**src/rtl/ddr_pkg.sv**
```systemverilog
// Package: ddr_pkg
// Shared parameter types for the double-data-rate output register.
// Assumes nothing beyond IEEE 1800-2017 enum support.
package ddr_pkg;

    // Which edges sample the two data inputs.
    typedef enum logic {
        CAP_OPPOSITE = 1'b0,
        CAP_SAME     = 1'b1
    } capture_mode_e;

    // How set and clear act on the stages.
    typedef enum logic {
        SR_SYNC  = 1'b0,
        SR_ASYNC = 1'b1
    } sr_kind_e;

endpackage

```
**src/rtl/ddr_cap_flop.sv**
```systemverilog
// Module: ddr_cap_flop
// One capture stage: a rising-edge flop with enable, active-low set and
// active-low clear (clear wins). The parameter SR_KIND picks whether set/clear
// wait for the clock edge or act immediately. The power-up value is INIT_Q.
// Assumes the caller inverts the clock for a falling-edge stage.
module ddr_cap_flop #(
    parameter logic              INIT_Q  = 1'b0,
    parameter ddr_pkg::sr_kind_e SR_KIND = ddr_pkg::SR_SYNC
) (
    input  logic cap_clk,
    input  logic ce,
    input  logic d,
    input  logic pre_n,
    input  logic clr_n,
    output logic q
);

    logic q_r = INIT_Q;

    generate
        if (SR_KIND == ddr_pkg::SR_ASYNC) begin : g_async
            // Capture stage whose set/clear bypass the clock.
            always_ff @(posedge cap_clk or negedge clr_n or negedge pre_n) begin
                if (!clr_n)      q_r <= 1'b0;
                else if (!pre_n) q_r <= 1'b1;
                else if (ce)     q_r <= d;
            end
        end else begin : g_sync
            // Capture stage whose set/clear are sampled on the clock edge.
            always_ff @(posedge cap_clk) begin
                if (!clr_n)      q_r <= 1'b0;
                else if (!pre_n) q_r <= 1'b1;
                else if (ce)     q_r <= d;
            end
        end
    endgenerate

    assign q = q_r;

    // an enabled edge loads the data seen at that edge.
    p_capture_r2: assert property (@(posedge cap_clk) disable iff (!clr_n || !pre_n)
        ce |=> (q == $past(d)));

    // a disabled edge leaves the stage untouched.
    p_hold_idle_r5: assert property (@(posedge cap_clk) disable iff (!clr_n || !pre_n)
        !ce |=> $stable(q));

    // set seen at an edge leaves the stage at 1.
    p_set_level_r7: assert property (@(posedge cap_clk) disable iff (!clr_n)
        !pre_n |=> (q == 1'b1));

endmodule

```
**src/rtl/ddr_phase_mux.sv**
```systemverilog
// Module: ddr_phase_mux
// Selects the high-half stage while the clock is high and the low-half stage
// while it is low. Assumes both stage outputs settle within their own half.
module ddr_phase_mux (
    input  logic clk,
    input  logic hi,
    input  logic lo,
    output logic q
);

    // Phase select: clock level chooses which stage reaches the pin.
    always_comb begin
        q = clk ? hi : lo;
    end

endmodule

```
**src/rtl/ddr_out_reg.sv**
```systemverilog
// Module: ddr_out_reg
// Double-data-rate output register. A rising-edge stage holds the high-half
// bit; a falling-edge stage holds the low-half bit. In same-edge mode an extra
// rising-edge stage samples d_fall alongside d_rise and hands it to the
// falling-edge stage. Assumes a free-running clk and inputs that meet setup to
// the edge that samples them.
module ddr_out_reg #(
    parameter ddr_pkg::capture_mode_e CAP_MODE = ddr_pkg::CAP_OPPOSITE,
    parameter logic                   INIT_Q   = 1'b0,
    parameter ddr_pkg::sr_kind_e      SR_KIND  = ddr_pkg::SR_SYNC
) (
    input  logic clk,
    input  logic ce,
    input  logic d_rise,
    input  logic d_fall,
    input  logic pre_n,
    input  logic clr_n,
    output logic q
);

    logic clk_fall;
    logic hi_q;
    logic lo_q;
    logic lo_d;

    assign clk_fall = ~clk;

    // High-half stage, sampled on the rising edge.
    ddr_cap_flop #(.INIT_Q(INIT_Q), .SR_KIND(SR_KIND)) u_hi (
        .cap_clk (clk),
        .ce      (ce),
        .d       (d_rise),
        .pre_n   (pre_n),
        .clr_n   (clr_n),
        .q       (hi_q)
    );

    generate
        if (CAP_MODE == ddr_pkg::CAP_SAME) begin : g_same
            logic pend_q;
            // Pairing stage: d_fall sampled on the same rising edge as d_rise.
            ddr_cap_flop #(.INIT_Q(INIT_Q), .SR_KIND(SR_KIND)) u_pend (
                .cap_clk (clk),
                .ce      (ce),
                .d       (d_fall),
                .pre_n   (pre_n),
                .clr_n   (clr_n),
                .q       (pend_q)
            );
            assign lo_d = pend_q;
        end else begin : g_opposite
            assign lo_d = d_fall;
        end
    endgenerate

    // Low-half stage, sampled on the falling edge.
    ddr_cap_flop #(.INIT_Q(INIT_Q), .SR_KIND(SR_KIND)) u_lo (
        .cap_clk (clk_fall),
        .ce      (ce),
        .d       (lo_d),
        .pre_n   (pre_n),
        .clr_n   (clr_n),
        .q       (lo_q)
    );

    ddr_phase_mux u_mux (
        .clk (clk),
        .hi  (hi_q),
        .lo  (lo_q),
        .q   (q)
    );

    // enable low across two rising edges keeps the whole pair frozen.
    p_pair_hold_r5: assert property (@(posedge clk) disable iff (!clr_n || !pre_n)
        (!ce ##1 !ce) |-> ($stable(hi_q) && $stable(lo_q)));

endmodule

```
**config.mk**
```make
export PLATFORM = sky130hd
export DESIGN_NAME = ddr_out_reg
export DESIGN_NICKNAME = d
export VERILOG_FILES = /design/src/rtl/ddr_pkg.sv /design/src/rtl/ddr_cap_flop.sv /design/src/rtl/ddr_phase_mux.sv /design/src/rtl/ddr_out_reg.sv
export SDC_FILE = /design/constraint.sdc
export NUM_CORES = 1
export LEC_CHECK = 0
export ABC_AREA = 1
export CAP_MARGIN = 20
export CORE_AREA = 2 2 39 41
export CTS_CLUSTER_DIAMETER = 50
export DETAILED_ROUTE_END_ITERATION = 10
export DIE_AREA = 0 0 41 43
export GPL_ROUTABILITY_DRIVEN = 0
export GPL_TIMING_DRIVEN = 0
export SLEW_MARGIN = 30
export SYNTH_ARGS = -nofsm -noshare
export SYNTH_HDL_FRONTEND = slang
export SYNTH_SLANG_ARGS = --single-unit
```
**constraint.sdc**
```tcl
create_clock -name clk -period 0.8 [get_ports clk]
set_input_delay 0.08 -clock clk [delete_from_list [all_inputs] [get_ports clk]]
set_output_delay 0.08 -clock clk [all_outputs]
set_load 0.1 [all_outputs]
```
==> summary.md, run 1 <==
| Metric | Value |
|---|---|
| Final Hold Viols | 0 |
| Skew final | 0 ps |
| Failing checks | negative setup slack |
| Total Neg Setup Slack | -777 ps |
| Core area | 1380 um2 |
| Mapped Cells | 18 |
| Fraction of the yosys area taken by sequential cells | 39.5% |
| CP max stage cell | dfxtp_2 |
| PortBufs | 6 |
| Diode count | 0 |
| First-pass GRT wire length | 545 um |
| Unrepaired setup endpoints after global routing | yes |
| Layout fillers | 158 |
| DRC errors left | 0 |
| Detailed-route vias per instance | 3.25 |
| Die width | 41 um |
| GRT Total Usage | 6.10% |
| Largest net degree at the start of global routing | 5 |
| Worst slew pin tran | 142 ps |
| Worst R2R Path Depth | 6 |
| Die footprint | 1760 um2 |
| Synth warn | 0 |
| Final net count | 41 |
| Vias | 166 |
| R2R Path Start | u_lo.q |
| Slew Limit Headroom | 90.5% |
| Synth Register Bits | 2 |
| Hold wc startpoint | pre_n |
| Initial DRC count | 0 |
| Grt total ovfl | 0 |
| Cell count after placement | 40 |
| Final Util | 22.1% |
| Share of layout cells above drive strength 1 | 45.7% |
| Most used flip-flop cell after synthesis | dfxtp_1 |
| Post-DP HPWL | 175 um |
| Synth cell types | 5 |
| Critical path cell sequence | inv_2, o21ai_4, buf_12 |
| Worst skew pair latency | 340 ps |
| Met3 usage | 5.24% |
| Final Setup Violations | 4 |
| Required time of the worst setup path | 720 ps |
| Initial antenna violation count | 0 |
| PD cells | 5260 nW/um2 |
| Setup WS post-layout | -741 ps |
| Area Overhead vs Synth | 201% |
| Post-Route WL | 361 um |
| Setup CP Type | reg2out |
| Clock slew at reported path FFs | 40 ps |
| VDD IR-drop max | 1080 uV |
| Reg area | 42.5 um2 |
| Worst Hold Margin | 163 ps |
| Setup crit end kind | output pin |
| Mapped cell area | 101 um2 |
| GR peak layer | met4 |
| Leakage | 0.152 nW |
| TritonCTS clock tree | built |
| Met2 usage | 6.25% |
| Crit path max fanout | 2 |
| Max-cap violations | 0 |
| Average size of a mapped cell | 5.63 um2 |
| Status | complete, but fails checks |
| Starting Density | 7.32% |
| Hold Path Stages | 4 |
| Final Slew Violations | 0 |
| CP Data Arrival Time | 1460 ps |
| Detailed Routing Iterations Pass 1 | 1 |
| Most frequent cell after synthesis | nor2_1 |
| Ys async rst share | 0% |
| Syn nets | 24 |
| Area of the multi-input gates | 60.1 um2 |
| I/O pins | 7 |
| Drt wl/cell | 7.08 um |
| Commonest cells in the netlist | nor2_1 (6), nand2_1 (5), inv_1 (4) |
| Post-Layout Cell Count | 51 |
| Main area contributors after synthesis | dfxtp_1 (40%), nor2_1 (22%), nand2_1 (19%) |
| Hold Path Class | in2reg |
| Remaining antenna violation count after routing | 0 |
| Vias in the first global route | 197 |
| Worst Hold End | u_hi.q |
| Area leader, netlist | dfxtp_1 |
| Post-synth EDFFs | 0 |
| Synth top area share | 39.5% |
| FP Rows | 14 |
| R2r setup slk | -40 ps |
| Type of origin of the critical path | flip-flop |
| Die Y | 43 um |
| R2R Path End | u_lo.q |
| CP max stage delay | 310 ps |
| Met1 Usage GRT | 2.54% |
how the worst max path moves through the flow:
| stage | slack [ps] | to | startpoint |
|---|---|---|---|
| 6_report | -740 | q | u_lo.q |
| 5_1_grt | -790 | q | u_lo.q |
| 4_1_cts | -750 | q | u_lo.q |
| 3_5_place_dp | -1260 | q | u_lo.q |
| 3_3_place_gp | -1260 | q | u_lo.q |
| 2_1_floorplan | -570 | q | u_lo.q |
metal layers:
metal | vias to the layer above | part of all wire, %
met5 | - | 0
li1 | 83 | -
met3 | 2 | 6.6
met2 | 7 | 58
met1 | 74 | 32
met4 | 0 | 2.8
sequential cells by signal (all words and copies together), names as in the netlist:
register  flops
u_hi.q        1
u_lo.q        1
where the power goes:
group | leakage [nW] | total [W] | switching, W | internal [W]
clock network | 0.0675 | 0.00144 | 0.000518 | 0.000919
registers | 0.0171 | 0.000113 | 0.00000310 | 0.000110
logic | 0.0676 | 0.0000560 | 0.0000230 | 0.0000331
logic make-up (layout without fill, tap and decap cells):
group | Yosys count | after routing | share of synthesized area (%)
and+or+nand+nor | 11 | 11 | 40.7
buffers and inverters | 4 | 21 | 14.8
DFF | 2 | 2 | 39.5
AOI/OAI and AO/OA | 1 | 1 | 4.93
final cells by class:
class,instances,share of cell area [%]
clock buffer,9,25.0
timing repair buffer,7,20.1
multi-input combinational,12,19.7
sequential,2,13.9
clock inverter,2,11.1
tap,16,6.56
inverter,3,3.69
cell usage in the layout, fill, tap and decap left out:
cell type	netlist	final
clkdlybuf4s50_1	0	2
inv_1	4	3
dlygate4sd2_1	0	3
bufinv_16	0	1
nor2_1	6	5
buf_12	0	1
o21ai_4	0	1
dfxtp_2	0	2
nand2_1	5	5
inv_2	0	1
buf_4	0	2
clkbuf_1	0	1
clkbuf_4	0	7
nor2_2	0	1
per-stage QoR:
stage          total power [W]  instance area [um2]  worst slack [ps]
6_report               0.00161                  305              -741
5_1_grt                0.00170                  305              -793
4_1_cts                0.00164                  295              -751
3_5_place_dp          0.000473                  193             -1260
3_3_place_gp          0.000472                  193             -1260
2_1_floorplan         0.000461                  113              -567
worst max-delay path: cells and delay by family, from the launching register on:
kind,cells,cell delay [ps]
AO/OA/AOI/OAI,1,130
buffers and inverters,2,230
flip-flops,1,310
repair_timing:
item                       CTS  global route
gates resized for setup     15             1
setup endpoints to repair    4             3
setup buffers                1             1
hold buffers                 0             0
pin swaps                    1             0
(Power assumes the default switching activity.)
==> run 2: changes to the inputs <==
- MAX_ROUTING_LAYER: unset -> met4
==> results of run 2 <==
Final layout, timing and power as in run 1 (identical DEF).
Among the figures that moved: overall routing resource usage 6.10% -> 6.25%
